==> src/rtl/pcr_pkg.sv <==
package pcr_pkg;

  typedef enum logic [2:0] {
    ST_IDLE  = 3'd0,
    ST_ACK   = 3'd1,
    ST_WAIT  = 3'd2,
    ST_GRACE = 3'd3,
    ST_ABORT = 3'd4
  } pcr_state_e;

  // Busy is held low only while a transaction is being worked on.
  function automatic logic holds_busy(input pcr_state_e s);
    return (s == ST_ACK) || (s == ST_WAIT) || (s == ST_GRACE);
  endfunction

  // True in the final grace cycle: cnt counts grace cycles already spent.
  function automatic logic grace_last(input logic [31:0] cnt, input logic [31:0] lim);
    return (cnt + 32'd1) >= lim;
  endfunction

  // Saturating increment, done on a 32-bit view; the caller narrows the result.
  function automatic logic [31:0] sat_inc(input logic [31:0] val, input logic [31:0] top);
    return (val >= top) ? top : val + 32'd1;
  endfunction

endpackage

==> src/rtl/pcr_sync.sv <==
module pcr_sync #(
  parameter int               WIDTH   = 2,
  parameter int               STAGES  = 2,
  parameter logic [WIDTH-1:0] RST_VAL = '1
) (
  input  logic             clk,
  input  logic             rst_n,
  input  logic [WIDTH-1:0] d_async,
  output logic [WIDTH-1:0] q
);

  logic [STAGES-1:0][WIDTH-1:0] chain;

  always_ff @(posedge clk or negedge rst_n) begin
    if (!rst_n) begin
      chain <= {STAGES{RST_VAL}};
    end else begin
      chain <= {chain[STAGES-2:0], d_async};
    end
  end

  assign q = chain[STAGES-1];

endmodule

==> src/rtl/pcr_strobe_filter.sv <==
module pcr_strobe_filter #(
  parameter int FILT_LEN = 4
) (
  input  logic clk,
  input  logic rst_n,
  input  logic cmd_low,
  output logic cmd_fire
);

  localparam int CW = $clog2(FILT_LEN + 1);

  logic [CW-1:0] run_len;

  // Counts consecutive low clocks and saturates, so each held level fires once.
  always_ff @(posedge clk or negedge rst_n) begin
    if (!rst_n) begin
      run_len <= '0;
    end else if (!cmd_low) begin
      run_len <= '0;
    end else if (run_len != CW'(FILT_LEN)) begin
      run_len <= run_len + 1'b1;
    end
  end

  assign cmd_fire = cmd_low && (run_len == CW'(FILT_LEN - 1));

endmodule

==> src/rtl/pcr_ctrl_fsm.sv <==
module pcr_ctrl_fsm
  import pcr_pkg::*;
#(
  parameter int GRACE_W    = 8,
  parameter int WDOG_LIMIT = 200
) (
  input  logic               clk,
  input  logic               rst_n,
  input  logic               cmd_fire,
  input  logic               cmd_high,
  input  logic               dir_high,
  input  logic [GRACE_W-1:0] grace_cfg,
  output pcr_state_e         state,
  output logic               accept,
  output logic               wd_expire,
  output logic               grace_expire,
  output logic               start_pulse
);

  localparam int WW = $clog2(WDOG_LIMIT + 1);

  pcr_state_e       nxt;
  logic [WW-1:0]    wcnt;
  logic [GRACE_W-1:0] gcnt;
  logic             in_busy;
  logic             release_seen;
  logic             grace_zero;

  assign in_busy      = holds_busy(state);
  assign release_seen = (state == ST_WAIT) && cmd_high;
  assign grace_zero   = (grace_cfg == '0);
  assign wd_expire    = in_busy && (wcnt == WW'(WDOG_LIMIT - 1));
  assign grace_expire = (state == ST_GRACE) && dir_high &&
                        grace_last(32'(gcnt), 32'(grace_cfg));
  assign accept       = !wd_expire && !dir_high &&
                        (release_seen || (state == ST_GRACE));

  always_comb begin
    nxt = state;
    case (state)
      ST_IDLE:  if (cmd_fire) nxt = ST_ACK;
      ST_ACK:   nxt = ST_WAIT;
      ST_WAIT: begin
        if (cmd_high) begin
          if (!dir_high)       nxt = ST_IDLE;
          else if (grace_zero) nxt = ST_ABORT;
          else                 nxt = ST_GRACE;
        end
      end
      ST_GRACE: begin
        if (!dir_high)         nxt = ST_IDLE;
        else if (grace_expire) nxt = ST_ABORT;
      end
      ST_ABORT: nxt = ST_IDLE;
      default:  nxt = ST_IDLE;
    endcase
    if (wd_expire) nxt = ST_ABORT;
  end

  always_ff @(posedge clk or negedge rst_n) begin
    if (!rst_n) begin
      state       <= ST_IDLE;
      wcnt        <= '0;
      gcnt        <= '0;
      start_pulse <= 1'b0;
    end else begin
      state       <= nxt;
      start_pulse <= accept;
      wcnt        <= in_busy ? wcnt + 1'b1 : '0;
      gcnt        <= (state == ST_GRACE) ? gcnt + 1'b1 : '0;
    end
  end

endmodule

==> src/rtl/pcr_abort_tally.sv <==
module pcr_abort_tally
  import pcr_pkg::*;
#(
  parameter int TALLY_W = 4
) (
  input  logic               clk,
  input  logic               rst_n,
  input  logic               bump,
  output logic [TALLY_W-1:0] count
);

  localparam logic [31:0] TOP = 32'((64'd1 << TALLY_W) - 64'd1);

  always_ff @(posedge clk or negedge rst_n) begin
    if (!rst_n) begin
      count <= '0;
    end else if (bump) begin
      count <= TALLY_W'(sat_inc(32'(count), TOP));
    end
  end

endmodule

==> src/rtl/pcr_responder.sv <==
module pcr_responder
  import pcr_pkg::*;
#(
  parameter int SYNC_STAGES = 2,
  parameter int FILT_LEN    = 4,
  parameter int GRACE_W     = 8,
  parameter int WDOG_LIMIT  = 200,
  parameter int TALLY_W     = 4
) (
  input  logic               clk,
  input  logic               rst_n,
  input  logic               host_cmd_n_i,
  input  logic               host_dir_i,
  input  logic [GRACE_W-1:0] grace_cfg_i,
  output logic               dev_busy_n_o,
  output logic               xfer_start_o,
  output logic               xfer_abort_o,
  output logic [2:0]         dbg_state_o,
  output logic [TALLY_W-1:0] dbg_aborts_o
);

  logic [1:0] sync_q;
  logic       cmd_s;
  logic       dir_s;

  // Named internal events, observed by the bound checker.
  logic       evt_fire;
  logic       evt_accept;
  logic       evt_wd_expire;
  logic       evt_grace_expire;
  pcr_state_e cur_state;

  pcr_sync #(
    .WIDTH  (2),
    .STAGES (SYNC_STAGES),
    .RST_VAL(2'b11)
  ) u_sync (
    .clk    (clk),
    .rst_n  (rst_n),
    .d_async({host_cmd_n_i, host_dir_i}),
    .q      (sync_q)
  );

  assign cmd_s = sync_q[1];
  assign dir_s = sync_q[0];

  pcr_strobe_filter #(
    .FILT_LEN(FILT_LEN)
  ) u_filter (
    .clk     (clk),
    .rst_n   (rst_n),
    .cmd_low (!cmd_s),
    .cmd_fire(evt_fire)
  );

  pcr_ctrl_fsm #(
    .GRACE_W   (GRACE_W),
    .WDOG_LIMIT(WDOG_LIMIT)
  ) u_fsm (
    .clk         (clk),
    .rst_n       (rst_n),
    .cmd_fire    (evt_fire),
    .cmd_high    (cmd_s),
    .dir_high    (dir_s),
    .grace_cfg   (grace_cfg_i),
    .state       (cur_state),
    .accept      (evt_accept),
    .wd_expire   (evt_wd_expire),
    .grace_expire(evt_grace_expire),
    .start_pulse (xfer_start_o)
  );

  assign xfer_abort_o = (cur_state == ST_ABORT);
  assign dev_busy_n_o = !holds_busy(cur_state);
  assign dbg_state_o  = cur_state;

  pcr_abort_tally #(
    .TALLY_W(TALLY_W)
  ) u_tally (
    .clk  (clk),
    .rst_n(rst_n),
    .bump (xfer_abort_o),
    .count(dbg_aborts_o)
  );

endmodule

==> config.mk <==
export PLATFORM = sky130hd
export DESIGN_NAME = pcr_responder
export DESIGN_NICKNAME = d
export VERILOG_FILES = /design/src/rtl/pcr_pkg.sv /design/src/rtl/pcr_sync.sv /design/src/rtl/pcr_strobe_filter.sv /design/src/rtl/pcr_ctrl_fsm.sv /design/src/rtl/pcr_abort_tally.sv /design/src/rtl/pcr_responder.sv
export SDC_FILE = /design/constraint.sdc
export NUM_CORES = 1
export LEC_CHECK = 0
export BUFFER_PORTS_ARGS = -buffer_cell sky130_fd_sc_hd__buf_2
export CAP_MARGIN = 20
export CELL_PAD_IN_SITES_DETAIL_PLACEMENT = 2
export CELL_PAD_IN_SITES_GLOBAL_PLACEMENT = 2
export CORE_AREA = 2 2 71 73
export DETAILED_ROUTE_END_ITERATION = 8
export DIE_AREA = 0 0 73 75
export PLACE_DENSITY = 0.85
export SLEW_MARGIN = 20
export SYNTH_ARGS = -nofsm -noshare
export SYNTH_HDL_FRONTEND = slang
export SYNTH_SLANG_ARGS = --single-unit
==> constraint.sdc <==
create_clock -name clk -period 2.25 [get_ports clk]
set_input_delay 0.225 -clock clk [delete_from_list [all_inputs] [get_ports clk]]
set_output_delay 0.225 -clock clk [all_outputs]
set_load 0.01 [all_outputs]
Word-level counts from Yosys, hierarchy flattened:

Cells that the tools add are included.

* $add $sub $neg: 5
* eq/ne operators: 10
* reduce and logical (&&, ||, !) cells: 18
* magnitude comparators: 2
* multiplexer cells: 13

Operators by type and width (count)
* greater-or-equal comparator 32 x 8 -> 1 bit: 1
* two-way mux 3 bit: 9
* adder 8 x 1 -> 8 bit, second input constant: 2
* two-way mux 8 bit: 2
* one-hot mux 3 bit (4 select lines): 1
* adder 8 x 1 -> 9 bit, second input constant: 1
* == test 3 x 2 -> 1 bit, second input constant: 3
* == test 8 bit, second input constant: 1
* zero test 8 bit: 1
* logical AND 1 bit: 7
* adder 4 x 1 -> 4 bit, second input constant: 1
* greater-or-equal comparator 4 bit, second input constant: 1
* zero test 1 bit: 4
* two-way mux 4 bit: 1
* inequality test 4 x 3 -> 1 bit, second input constant: 1
* adder 3 x 1 -> 3 bit, second input constant: 1
* == test 3 x 1 -> 1 bit, second input constant: 1
* == test 3 bit, second input constant: 1
* zero test 3 bit: 1
* logical OR 1 bit: 3
* inequality test 3 x 1 -> 1 bit, second input constant: 1
* inequality test 3 x 2 -> 1 bit, second input constant: 1
* inequality test 3 bit, second input constant: 1
* AND reduction 3 bit: 1
* nonzero test 2 bit: 1

* input port bits: 12
* logic and storage cells: 56
* register bits: 31

Longest topological paths before layout:

Gate-level depths: netlist of the first run.

* depth in word-level cells: 7
* mapped depth: 9
* mapped depth without buffers: 9

Hierarchy:

From an unflattened synthesis of the first run, not the netlist that was laid out.

* cells, all modules: 165
* area total of the unflattened synthesis: 1714.1 um^2

By module, submodules not included
* pcr_ctrl_fsm: cells each 120, times used 1, area each 1202.4 um^2
* pcr_abort_tally: cells each 18, times used 1, area each 190.2 um^2
* pcr_strobe_filter: cells each 18, times used 1, area each 177.7 um^2
* pcr_sync: cells each 6, times used 1, area each 120.1 um^2
* pcr_responder: cells each 3, times used 1, area each 23.8 um^2

Worst setup path before layout of the first run:

Ideal clock, no wire load.

* kind: register to register
* from: reg u_fsm.gcnt[2]
* to: reg u_fsm.state[1]
* buffers on the path: 0
* path slack: 0.217 ns
* arrival: 1.939 ns
* stages on the path, launching flop included: 9
* setup time: 0.094 ns
* data required time: 2.156 ns
* cells stage by stage: dfrtp_1 nand3_1 nor2_1 and3_1 xor2_1 ha_1 a2111oi_4 nand4_1 a221oi_2

* longest elaborated chain between the ends: 5

Ends and longest elaborated chain
* start, declared: line pcr_ctrl_fsm.sv:24 `logic [GRACE_W-1:0] gcnt;`
* start signal, assigned: line pcr_ctrl_fsm.sv:70 `gcnt <= (state == ST_GRACE) ? gcnt + 1'b1 : '0;`
* adder 8 x 1 -> 9 bit: line pcr_pkg.sv:18 `return (cnt + 32'd1) >= lim;`
* greater-or-equal comparator 32 x 8 -> 1 bit: line pcr_pkg.sv:18
* logical AND 1 bit: line pcr_ctrl_fsm.sv:33 `assign grace_expire = (state == ST_GRACE) && dir_high &&`
* inequality test 4 x 3 -> 1 bit (no line)
* AND reduction 3 bit (no line)
* end signal, assigned: line pcr_ctrl_fsm.sv:67 `state <= nxt;`
* end, declared: line pcr_ctrl_fsm.sv:13 `output pcr_state_e state,`

No other way between the ends.
A chain may end at the register's enable or synchronous reset.

Worst setup path in the final report of the first run:

* from: reg u_fsm.gcnt[3]
* to: reg u_fsm.state[1]

The elaborated chain is that of the path after synthesis.

==> out/results.env, run 1 <==
OUTCOME='finished with violations'
VIOLATIONS='hold timing'
DIODES=0
SYNTH.AREA.MUX_SHARE_PCT=1.29
FINISH.UTILIZATION_PCT=42.6
DRT-TOTAL-WL_UM=4030
DESIGN.CORE.AREA_MM2=0.00466
TRITONCTS='done'
DPL_WORST_SLACK_NS=-0.104
NUMCTSBUFFERS=5
WORSTPATHARRIVAL_NS=2.34
TIMING.CRITICAL_PATH.DEPTH=8
TIMING.CRITICAL_PATH.FANOUT_MAX=3
FINALCRITPERIODSHARE_PCT=95.5
GRT.TOTAL_USAGE_PCT=16.4
FF_LATCH_AREA_UM2=781
WORSTSETUPPATHTYPE='flop to flop'
PATH_DELAY_FAMILY='simple AND/OR/NAND/NOR gates'
FLOORPLAN.DIE.WIDTH_UM=73
GRT_PASS1_VIAS=1436
SYNTH_TOP_FLOP_CELL='sky130_fd_sc_hd__dfrtp_1'
NUMBER_OF_VIAS_PER_CELL_AFTER_DETAILED_ROUTING=5.27
AREA.GROWTH.SYNTH_TO_FINAL_PCT=20.2
WORSTSETUPENDPOINTTYPE='flop'
SYNTH_TOP_CELL_BY_AREA='sky130_fd_sc_hd__dfrtp_1'
POST_SYNTH_XOR_AREA_FRACTION_PCT=6.89
RELSLEWSLACK_PCT=54.7
SYNTH_WARNINGS=0
SYNTH.CELL_AREA_MM2=0.00165
NETLIST_INSTANCES=158
INITIAL_DRC_COUNT=34
FLOORPLAN.ROWS=25
FINAL.SETUP_SKEW_NS=0.00564
ASYNC_RESET_FF_SHARE_PCT=100
VIA_COUNT=1286
MAXSLEWVIOLCOUNT=0
SYNTH.YOSYS.SEQ_AREA_SHARE_PCT=47.3
DRT_DRC_VIOLATIONS_LEFT=0
IOPINCOUNT=22
YS_FF_LATCH=31
SYNTH-EDFF-COUNT=0
DETAILED_PLACE_HPWL_UM=3080
REG2REG_TO='u_fsm.state[1]$_DFFE_PN0P_'
FINAL_LAYOUT_SIZE_SUFFIX_GT1_SHARE_PCT=27.4
CTS.CLK_SLEW.WORST_PATHS_NS=0.06
YOSYSTOPAREACELLSHARE_PCT=40.9
CTS_BUFFER_DEPTH=2
GRT_FIRST_PASS_WIRELENGTH_UM=6640
MASTER_CELL_OF_THE_CLOCK_ROOT_BUFFER='sky130_fd_sc_hd__clkbuf_8'
POWER.TOTAL_mW=1.77
CRITICAL_PATH_BUF_INV_COUNT=0
REG2REGPATHDEPTH=8
SYNTH_FA_HA_AREA_SHARE_PCT=10.6
PLACEMENT.IO_BUFFERS=21
HTREEDEPTH=2
NUMCLOCKSINKS=31
NUM-NETS-FINAL=215
WIRE_PER_INST_UM=16.5
GPL.FINAL_WEIGHTED_CONGESTION=0.837
YOSYS-TOP-CELLS-AREA='sky130_fd_sc_hd__dfrtp_1 41%, sky130_fd_sc_hd__ha_1 11%, sky130_fd_sc_hd__dfstp_2 6.4%'
POSTSYNTHAREAPERCELL_UM2=10.5
TIMING_WORST_SLEW_PIN_VALUE_NS=0.679
TIMING.REG2REG.SETUP_SLACK_NS=0.10
DIEAREA_MM2=0.00548
P_PER_AREA_mW_PER_MM2=892
RSZ0062_AT_GRT='yes'
COMBINATIONAL_FAMILY_WITH_THE_MOST_AREA_AFTER_SYNTHESIS='simple AND/OR/NAND/NOR gates'
FINAL.MIN_CLOCK_PERIOD_NS=2.15
MULTI_INPUT_AREA_UM2=865
LEADING_CELL_TYPES_BY_COUNT_AFTER_SYNTHESIS='27 x sky130_fd_sc_hd__dfrtp_1, 19 x sky130_fd_sc_hd__nor2_1, 14 x sky130_fd_sc_hd__ha_1, 12 x sky130_fd_sc_hd__inv_1, 11 x sky130_fd_sc_hd__nand3_1'
GRT_MAX_DEGREE=32
SLOWEST_DELAY_NS=0.40
SYNTHMOSTINSTANTIATEDCELL='sky130_fd_sc_hd__dfrtp_1'
DETAIL_ROUTE.FIRST_PASS.ITERATIONS=2
FILLCELLCOUNT=513
FINALHOLDWORSTSLACK_NS=-0.0199
DRTANTENNAVIOLNETS=0
MAX_FREQ_MHz=465
CELLLEAKAGEPOWER_nW=0.978
INSERTION_DELAY_TO_THE_LATER_SINK_OF_THE_WORST_SKEW_PAIR_NS=0.28
SYNTHDISTINCTLIBCELLS=36
MAPPEDNETLISTNETS=184
HOLD_BUFFERS=0
SETUP_WS_NS=0.102
MAX-VDD-IR-DROP_mV=0.435
NUMBER_OF_ANTENNA_VIOLATIONS_AT_THE_FIRST_CHECK_IN_GLOBAL_ROUTING=0
ENDPOINT='u_fsm.state[1]$_DFFE_PN0P_'
MAX_CAP_VIOLATIONS=0
SETUP_VIOL_COUNT_FINAL=0
GR-TOTAL-OVERFLOW=0
PATH_CELLS='nand3_2 -> nor2_2 -> and3_4 -> xor2_4 -> ha_4 -> a2111oi_4 -> nand4_1 -> a221oi_2'
TIGHTEST_HOLD_CHECK_TYPE='primary input to asynchronous set/reset pin'
CELL_AT_THE_SLOWEST_STAGE_OF_THE_CRITICAL_PATH='sky130_fd_sc_hd__dfrtp_1'
REPORT.FINAL.HOLD_VIOL_COUNT=20
TIMING.CRITICAL_PATH.FROM_TYPE='flop'
INITIAL_UTILIZATION_PCT=35.4
SYNTH_SIMPLE_GATE_AREA_SHARE_PCT=20.5
WORST_EP_REQUIRED_TIME_NS=2.44
R2R_START='u_fsm.gcnt[3]$_DFF_PN0_'
SYNTH_AREA_IN_COMPOUND_GATES_PCT=9.70
DIE-HEIGHT_UM=75
WORSTSETUPSTARTPOINT='u_fsm.gcnt[3]$_DFF_PN0_'
==> cell type report <==
class                      instances  area share, %
sequential                        31           39.3
timing repair buffer              26           7.19
inverter                          13           2.46
tap                               54           3.40
multi-input combinational        112           43.6
clock buffer                       8           4.04
==> worst min-delay path by stage <==
stage | from | end | slack (ns)
finish | rst_n | u_fsm.state[0]$_DFFE_PN0P_ | -0.02
CTS | rst_n | u_fsm.state[2]$_DFFE_PN0P_ | 0.004
global route | rst_n | u_fsm.wcnt[7]$_DFF_PN0_ | 0.02
floorplan | rst_n | u_filter.run_len[0]$_DFFE_PN0P_ | -0.07
global placement | rst_n | u_tally.count[3]$_DFFE_PN0P_ | 0.29
detailed placement | rst_n | u_tally.count[2]$_DFFE_PN0P_ | 0.31
==> logic make-up after synthesis <==
family / count (synthesis)
xor gates and xnor gates: 13
muxes: 2
buffers and inverters: 15
adders and majority gates: 14
DFF: 31
AOI/OAI and AO/OA: 18
and+or+nand+nor: 65
==> sequential cells by signal (all words and copies together), names as in the netlist <==
name and flops:
u_sync.q 2, u_tally.count 4, u_fsm.wcnt 8, u_fsm.state 3
u_fsm.gcnt 8, u_fsm.start_pulse 1, u_sync.chain 2, u_filter.run_len 3
==> layer usage <==
layer	vias to the layer above	share of wire, %	track usage (%)
met5	-	0	0
met4	0	1.6	6.79
met3	8	3.0	4.15
met2	23	56	30.6
met1	648	40	17.7
li1	607	-	-
==> cell usage in the layout, fill, tap and decap left out, types with 5 or more instances in the layout <==
cell,count
sky130_fd_sc_hd__inv_1,12
sky130_fd_sc_hd__clkbuf_8,5
sky130_fd_sc_hd__dfrtp_1,27
sky130_fd_sc_hd__buf_4,5
sky130_fd_sc_hd__nor2b_1,5
sky130_fd_sc_hd__xor2_1,7
sky130_fd_sc_hd__buf_2,21
sky130_fd_sc_hd__ha_1,12
sky130_fd_sc_hd__nor2_1,17
sky130_fd_sc_hd__nand2_1,8
sky130_fd_sc_hd__xnor2_1,5
sky130_fd_sc_hd__nand3_1,10
==> report_power, final <==
part	switching, mW	internal [mW]
logic	0.308	0.254
registers	0.142	0.661
clock network	0.185	0.219
total	0.635	1.13
==> metrics by stage <==
stage               cells  TNS [ns]  cell area [um^2]
floorplan             158         0              1650
global placement      231         0              1810
detailed placement    231    -0.238              1810
CTS                   241         0              1950
global route          244    -0.224              1980
finish                244         0              1980
==> timing repair <==
action,CTS,global route
endpoints found under the setup margin,3,3
cloned,0,0
buffers inserted,2,3
pin swaps,4,6
gates resized for setup,7,3
No activity file was read; power rests on OpenSTA's default activity.
==> run 2: changes to the inputs <==
ABC_AREA = 1   (was unset)
CORE_AREA = 2 2 80 82   (was 2 2 71 73)
DIE_AREA = 0 0 82 84   (was 0 0 73 75)
PLACE_DENSITY = 0.79   (was 0.85)
==> run 2 against run 1 <==
  * The run still ends with hold timing left
  * Sequential power shrank 5.8%
  * Design area grew 8.6%
  * Final cell count grew 37%
  * Clock power grew 12%
  * Die area grew 26%
  * Sequential share of layout area shrank 3.0 points
  * First-iteration DRC count grew 18%
  * Non-clock buffer count shrank 1
  * Setup slack lost 0.036 ns
  * Clock-buffer cell count shrank 1
  * Synthesized cell count grew 42%
  * Largest cell class unchanged
==> out/results.env, run 2 <==
RELSLEWSLACK_PCT=52.9
FF_LATCH_AREA_UM2=783
DRT_DRC_VIOLATIONS_LEFT=0
IOPINCOUNT=22
CTS.CLK_SLEW.WORST_PATHS_NS=0.07
GR-TOTAL-OVERFLOW=0
GRT_MAX_DEGREE=32
TIMING_WORST_SLEW_PIN_VALUE_NS=0.706
VIOLATIONS='hold timing'
DRTANTENNAVIOLNETS=0
FINAL_LAYOUT_SIZE_SUFFIX_GT1_SHARE_PCT=22.5
DPL_WORST_SLACK_NS=0.0793
NETLIST_INSTANCES=225
SYNTH-EDFF-COUNT=0
P_PER_AREA_mW_PER_MM2=845
FINALSETUPTNS_NS=0
FLOORPLAN.DIE.WIDTH_UM=82
FILLCELLCOUNT=729
SLOWEST_DELAY_NS=0.43
DIODES=0
REPORT.FINAL.HOLD_VIOL_COUNT=24
NUMCLOCKSINKS=31
SETUP_VIOL_COUNT_FINAL=0
SYNTH_TOP_CELL_BY_AREA='sky130_fd_sc_hd__dfrtp_1'
GRT_FIRST_PASS_WIRELENGTH_UM=7180
PATH_COMMON_CELL='sky130_fd_sc_hd__nor2_2'
MAX-VDD-IR-DROP_mV=0.383
MAX_FREQ_MHz=458
VIA_COUNT=1544
AREA.GROWTH.SYNTH_TO_FINAL_PCT=22.9
POSTSYNTHAREAPERCELL_UM2=7.80
WORST_EP_REQUIRED_TIME_NS=2.42
DIE-HEIGHT_UM=84
PATH_DELAY_FAMILY='simple AND/OR/NAND/NOR gates'
WORSTSETUPPATHTYPE='flop to flop'
CELL_AT_THE_SLOWEST_STAGE_OF_THE_CRITICAL_PATH='sky130_fd_sc_hd__dfrtp_1'
FINALCRITPERIODSHARE_PCT=97.1
MOST_COMMON_CELL_AFTER_LAYOUT_FILL_AND_TAPS_ASIDE='sky130_fd_sc_hd__nand2_1'
DETAIL_ROUTE.FIRST_PASS.ITERATIONS=4
CELLLEAKAGEPOWER_nW=1.14
WORSTSETUPSTARTPOINT='u_fsm.gcnt[1]$_DFF_PN0_'
NUMBER_OF_VIAS_PER_CELL_AFTER_DETAILED_ROUTING=4.61
LEADING_CELL_TYPES_IN_THE_LAYOUT_FILL_AND_TAPS_EXCLUDED='45 x sky130_fd_sc_hd__nand2_1, 44 x sky130_fd_sc_hd__inv_1, 28 x sky130_fd_sc_hd__nor2_1'
FINAL.SETUP_SKEW_NS=0.00537
FLOORPLAN.ROWS=29
OUTCOME='finished with violations'
TIMING.CRITICAL_PATH.FANOUT_MAX=3
LARGESTREGISTERS='u_fsm.gcnt (8), u_fsm.wcnt (8), u_tally.count (4)'
PATH_CELLS='ha_4 -> nand2_2 -> inv_2 -> nand4_1 -> xor2_1 -> inv_1 -> ha_4 -> nand2_2 -> nor2_2 -> nand2_1 -> nor2_2 -> nor2_2 -> nand3_1 -> o21ai_1'
NUMCTSBUFFERS=5
R2R_START='u_fsm.gcnt[1]$_DFF_PN0_'
YOSYS-TOP-CELLS-AREA='sky130_fd_sc_hd__dfrtp_1 39%, sky130_fd_sc_hd__nand2_1 10%, sky130_fd_sc_hd__ha_1 10%'
DETAILED_PLACE_HPWL_UM=3330
WORSTSETUPENDPOINTTYPE='flop'
GRT.TOTAL_USAGE_PCT=13.6
MASTER_CELL_OF_THE_CLOCK_ROOT_BUFFER='sky130_fd_sc_hd__clkbuf_8'
GPL.FINAL_WEIGHTED_CONGESTION=0.701
LEADING_CELL_TYPES_BY_COUNT_AFTER_SYNTHESIS='47 x sky130_fd_sc_hd__nand2_1, 46 x sky130_fd_sc_hd__inv_1, 31 x sky130_fd_sc_hd__nor2_1, 27 x sky130_fd_sc_hd__dfrtp_1, 14 x sky130_fd_sc_hd__ha_1'
DIEAREA_MM2=0.00689
FINALHOLDWORSTSLACK_NS=-0.0153
TIGHTEST_HOLD_CHECK_TYPE='primary input to asynchronous set/reset pin'
SYNTHDISTINCTLIBCELLS=23
SYNTH_WARNINGS=0
INITIAL_UTILIZATION_PCT=28.8
SYNTH_TOP_FLOP_CELL='sky130_fd_sc_hd__dfrtp_1'
DRT-TOTAL-WL_UM=4680
SETUP_WS_NS=0.0661
MAPPEDNETLISTNETS=251
HTREEDEPTH=2
MAXSLEWVIOLCOUNT=0
YS_FF_LATCH=31
INSERTION_DELAY_TO_THE_LATER_SINK_OF_THE_WORST_SKEW_PAIR_NS=0.28
YOSYSTOPAREACELLSHARE_PCT=38.5
INITIAL_DRC_COUNT=40
WORSTPATHARRIVAL_NS=2.35
NUM-NETS-FINAL=283
MAX_CAP_VIOLATIONS=0
MULTI_INPUT_AREA_UM2=877
PLACEMENT.IO_BUFFERS=21
TRITONCTS='done'
SYNTH.CELL_AREA_MM2=0.00175
FINAL.MIN_CLOCK_PERIOD_NS=2.18
NUMBER_OF_ANTENNA_VIOLATIONS_AT_THE_FIRST_CHECK_IN_GLOBAL_ROUTING=0
TIMING.CRITICAL_PATH.FROM_TYPE='flop'
WIRE_PER_INST_UM=14.0
SYNTHMOSTINSTANTIATEDCELL='sky130_fd_sc_hd__nand2_1'
CRITICAL_PATH_BUF_INV_COUNT=2
ASYNC_RESET_FF_SHARE_PCT=100
GRT_PASS1_VIAS=1544
SYNTH.YOSYS.SEQ_AREA_SHARE_PCT=44.5
DESIGN.CORE.AREA_MM2=0.00610
CTS_BUFFER_DEPTH=2
==> run 2: per-layer routing <==
metal / vias to the layer above / share of wire [%] / track usage [%]
li1: 759 / - / -
met1: 761 / 45 / 18.5
met2: 18 / 51 / 20.4
met3: 6 / 2.4 / 2.92
met4: 0 / 1.7 / 5.91
met5: - / 0 / 0
==> run 2: cell families (layout without fill, tap and decap cells) <==
group / after synthesis / count (layout) / share of synthesized area [%]
DFF: 31 / 31 / 44.5
adders and majority gates: 14 / 14 / 9.99
and+or+nand+nor: 105 / 105 / 25.5
buffers and inverters: 46 / 79 / 9.84
xor gates and xnor gates: 5 / 5 / 2.50
AOI/OAI and AO/OA: 24 / 24 / 7.70
==> run 2: path summary, 6_finish.rpt <==
path	endpoint	slack, ns	cells after the start
max reg2reg	u_fsm.state[0]$_DFFE_PN0P_	0.07	14
min in group clk	u_sync.chain[0]$_DFF_PN1_	0.03	1
min reg2reg	u_sync.q[0]$_DFF_PN1_	0.36	0
max	u_fsm.state[0]$_DFFE_PN0P_	0.07	14
min	u_fsm.wcnt[7]$_DFF_PN0_	-0.02	1
max in group asynchronous	u_fsm.gcnt[2]$_DFF_PN0_	1.77	1
==> run 2: layout make-up <==
class | instances | share of cell area (%)
clock inverters | 1 | 0.232
inverters | 46 | 8.01
well taps | 77 | 4.47
repair buffers | 25 | 6.27
clock buffers | 7 | 4.00
flip-flops and latches | 31 | 36.3
multi-input cells | 148 | 40.7
==> run 2: power breakdown <==
part	leakage (nW)	total [mW]	internal, mW	switching (mW)
Combinational	0.691	0.610	0.224	0.386
Sequential	0.402	0.757	0.662	0.0945
Clock	0.0482	0.454	0.246	0.208
==> run 2: repair_timing <==
item | CTS | global route
buffers inserted | 0 | 4
resized for setup | 0 | 17
hold buffers | 0 | 0
hold endpoints to repair | 0 | 0
endpoints found under the setup margin | 0 | 3
==> run 2: through the flow <==
stage | instance area (um^2) | utilization [%] | power, mW | instances
final | 2160 | 35.4 | 1.82 | 335
after global routing | 2160 | 35.4 | 1.98 | 335
after CTS | 2050 | 33.6 | 1.84 | 331
after detailed placement | 1960 | 32.1 | 1.36 | 323
after global placement | 1960 | 32.1 | 1.33 | 323
after floorplan | 1750 | - | 1.14 | 225
==> run 3: changes to the inputs <==
CORE_AREA = 2 2 76 78   (was 2 2 80 82)
DIE_AREA = 0 0 78 80   (was 0 0 82 84)
PLACE_DENSITY = 0.8   (was 0.79)
SLEW_MARGIN = unset   (was 20)
==> run 3 against run 2 <==
  * Clock skew is 0.0025 ns lower
  * Fmax increased by 3.0%
  * Wire length fell by 8.4%
  * Core utilization increased by 3.3 points
  * The run still ends with hold timing left
  * Sequential share of layout area rose by 1.1 points
  * Largest cell class unchanged
  * Worst hold slack better by 0.0080 ns
  * Critical path type unchanged
  * Die area shrank 9.4%
  * Via count up 0.19%
  * Combinational power rose by 0.7%
  * Sequential cell count did not move
  * Highest routed layer unchanged
==> out/results.env, run 3 (same netlist as run 2, synthesis figures left out) <==
OUTCOME='finished with violations'
VIOLATIONS='hold timing'
TIGHTEST_HOLD_CHECK_TYPE='primary input to asynchronous set/reset pin'
HTREEDEPTH=2
MAX-VDD-IR-DROP_mV=0.588
NUMCLOCKSINKS=31
GRT_MAX_DEGREE=32
DETAILED_PLACE_HPWL_UM=3290
PATH_COMMON_CELL='sky130_fd_sc_hd__inv_1'
FINALCRITPERIODSHARE_PCT=94.2
GRT.TOTAL_USAGE_PCT=15.3
VIA_COUNT=1547
ENDPOINT='u_fsm.state[0]$_DFFE_PN0P_'
DIE-HEIGHT_UM=80
FINAL_LAYOUT_SIZE_SUFFIX_GT1_SHARE_PCT=17.5
INITIAL_DRC_COUNT=31
POWER.SHARE.COMBINATIONAL_PCT=34.7
FLOORPLAN.ROWS=27
TIMING.REG2REG.SETUP_SLACK_NS=0.13
FILLCELLCOUNT=647
REPORT.FINAL.HOLD_VIOL_COUNT=13
MAX_FREQ_MHz=472
TRITONCTS='done'
RELSLEWSLACK_PCT=53.4
MAX_CAP_VIOLATIONS=0
SWITCHING_POWER_mW=0.669
WORSTSETUPPATHTYPE='flop to flop'
TIMING.CRITICAL_PATH.FANOUT_MAX=4
CELLLEAKAGEPOWER_nW=1.13
P_SW_SHARE_PCT=37.8
REG2REGPATHDEPTH=14
P_INT_mW=1.10
AREA.GROWTH.SYNTH_TO_FINAL_PCT=19.2
PLACEMENT.IO_BUFFERS=21
LARGESTREGISTERS='u_fsm.gcnt (8), u_fsm.wcnt (8), u_tally.count (4)'
NUM-NETS-FINAL=282
FINALHOLDWORSTSLACK_NS=-0.00733
LEADING_CELL_TYPES_IN_THE_LAYOUT_FILL_AND_TAPS_EXCLUDED='47 x sky130_fd_sc_hd__nand2_1, 46 x sky130_fd_sc_hd__inv_1, 31 x sky130_fd_sc_hd__nor2_1'
WORSTSETUPSTARTPOINT='u_fsm.gcnt[0]$_DFF_PN0_'
FLOORPLAN.DIE.WIDTH_UM=78
SETUP_WS_NS=0.131
MAXSLEWVIOLCOUNT=0
NUMBER_OF_ANTENNA_VIOLATIONS_AT_THE_FIRST_CHECK_IN_GLOBAL_ROUTING=0
WORST_EP_REQUIRED_TIME_NS=2.44
CTS.CLK_SLEW.WORST_PATHS_NS=0.06
DIEAREA_MM2=0.00624
FINAL.SETUP_SKEW_NS=0.00286
CTS_BUFFER_DEPTH=2
DPL_WORST_SLACK_NS=0.0835
SLOWEST_DELAY_NS=0.42
CELL_AT_THE_SLOWEST_STAGE_OF_THE_CRITICAL_PATH='sky130_fd_sc_hd__dfrtp_1'
SHARE_SEQ_OF_TOTAL_POWER_PCT=42.4
WIRE_PER_INST_UM=13.0
GRT_FIRST_PASS_WIRELENGTH_UM=7510
P_PER_AREA_mW_PER_MM2=847
MOST_COMMON_CELL_AFTER_LAYOUT_FILL_AND_TAPS_ASIDE='sky130_fd_sc_hd__nand2_1'
CLOCK_POWER_SHARE_PCT=22.9
MASTER_CELL_OF_THE_CLOCK_ROOT_BUFFER='sky130_fd_sc_hd__clkbuf_8'
PATH_CELLS='ha_4 -> nand2_1 -> inv_1 -> nand4_1 -> xor2_1 -> inv_1 -> ha_1 -> nand2_1 -> inv_1 -> a21oi_2 -> nand3b_1 -> nor2_1 -> nand3_1 -> o21ai_1'
INITIAL_UTILIZATION_PCT=32.5
NUMCTSBUFFERS=5
DRT_DRC_VIOLATIONS_LEFT=0
GR-TOTAL-OVERFLOW=0
WORSTPATHARRIVAL_NS=2.31
DIODES=0
SETUP_VIOL_COUNT_FINAL=0
DESIGN.CORE.AREA_MM2=0.00541
NUMBER_OF_VIAS_PER_CELL_AFTER_DETAILED_ROUTING=4.70
WORSTSETUPENDPOINTTYPE='flop'
DRT-TOTAL-WL_UM=4290
R2R_START='u_fsm.gcnt[0]$_DFF_PN0_'
TIMING.CRITICAL_PATH.DEPTH=14
TIMING_WORST_SLEW_PIN_VALUE_NS=0.699
FINAL.MIN_CLOCK_PERIOD_NS=2.12
GRT_PASS1_VIAS=1636
TIMING.CRITICAL_PATH.FROM_TYPE='flop'
FINISH.UTILIZATION_PCT=38.7
INSERTION_DELAY_TO_THE_LATER_SINK_OF_THE_WORST_SKEW_PAIR_NS=0.28
PATH_DELAY_FAMILY='simple AND/OR/NAND/NOR gates'
GPL.FINAL_WEIGHTED_CONGESTION=0.747
REG2REG_TO='u_fsm.state[0]$_DFFE_PN0P_'
DRTANTENNAVIOLNETS=0
CRITICAL_PATH_BUF_INV_COUNT=3
IOPINCOUNT=22
DETAIL_ROUTE.FIRST_PASS.ITERATIONS=3
run 3: layer usage:
layer / part of all wire [%] / vias up / GRT usage, % / wire, um
li1: - / 763 / - / -
met1: 45 / 763 / 18.7 / 1950
met2: 50 / 16 / 27.0 / 2160
met3: 2.7 / 5 / 3.73 / 116
met4: 1.3 / 0 / 4.21 / 57
met5: 0 / - / 0 / 0
run 3: repair_timing:
action,4_1_cts,5_1_grt
resized for setup,0,6
buffers inserted,0,3
hold buffers,0,0
endpoints found under the setup margin,0,3
run 3: per-stage QoR:
step	setup TNS, ns	power, mW	std cells	instance area [um^2]
floorplan	0	1.14	225	1750
global placement	0	1.33	318	1950
detailed placement	0	1.36	318	1950
CTS	0	1.79	326	2030
global route	-0.0898	1.95	329	2090
finish	0	1.77	329	2090
run 3: worst min-delay path by stage:
stage,slack (ns),from,cells past startpoint,endpoint
6_report,-0.007,rst_n,1,u_tally.count[1]$_DFFE_PN0P_
5_1_grt,0.03,rst_n,1,u_tally.count[0]$_DFFE_PN0P_
4_1_cts,0.009,rst_n,1,u_fsm.start_pulse$_DFF_PN0_
3_5_place_dp,0.31,rst_n,1,u_tally.count[1]$_DFFE_PN0P_
3_3_place_gp,0.31,rst_n,1,u_tally.count[1]$_DFFE_PN0P_
2_1_floorplan,-0.07,rst_n,0,u_filter.run_len[0]$_DFFE_PN0P_
run 3: power groups by stage:
| stage | Combinational [mW] | Sequential [mW] | Clock (mW) |
|---|---|---|---|
| floorplan | 0.381 | 0.762 | 0 |
| global placement | 0.580 | 0.751 | 0 |
| detailed placement | 0.603 | 0.757 | 0 |
| CTS | 0.612 | 0.750 | 0.430 |
| global route | 0.740 | 0.765 | 0.447 |
| finish | 0.614 | 0.750 | 0.406 |
run 3: cell type report:
class                      instances  area, um^2  area share (%)
timing repair buffer              24         128            6.10
tap                               72        90.1            4.31
sequential                        31         782            37.4
clock inverter                     1        5.00           0.239
inverter                          46         173            8.26
multi-input combinational        148         837            40.0
clock buffer                       7        76.3            3.65
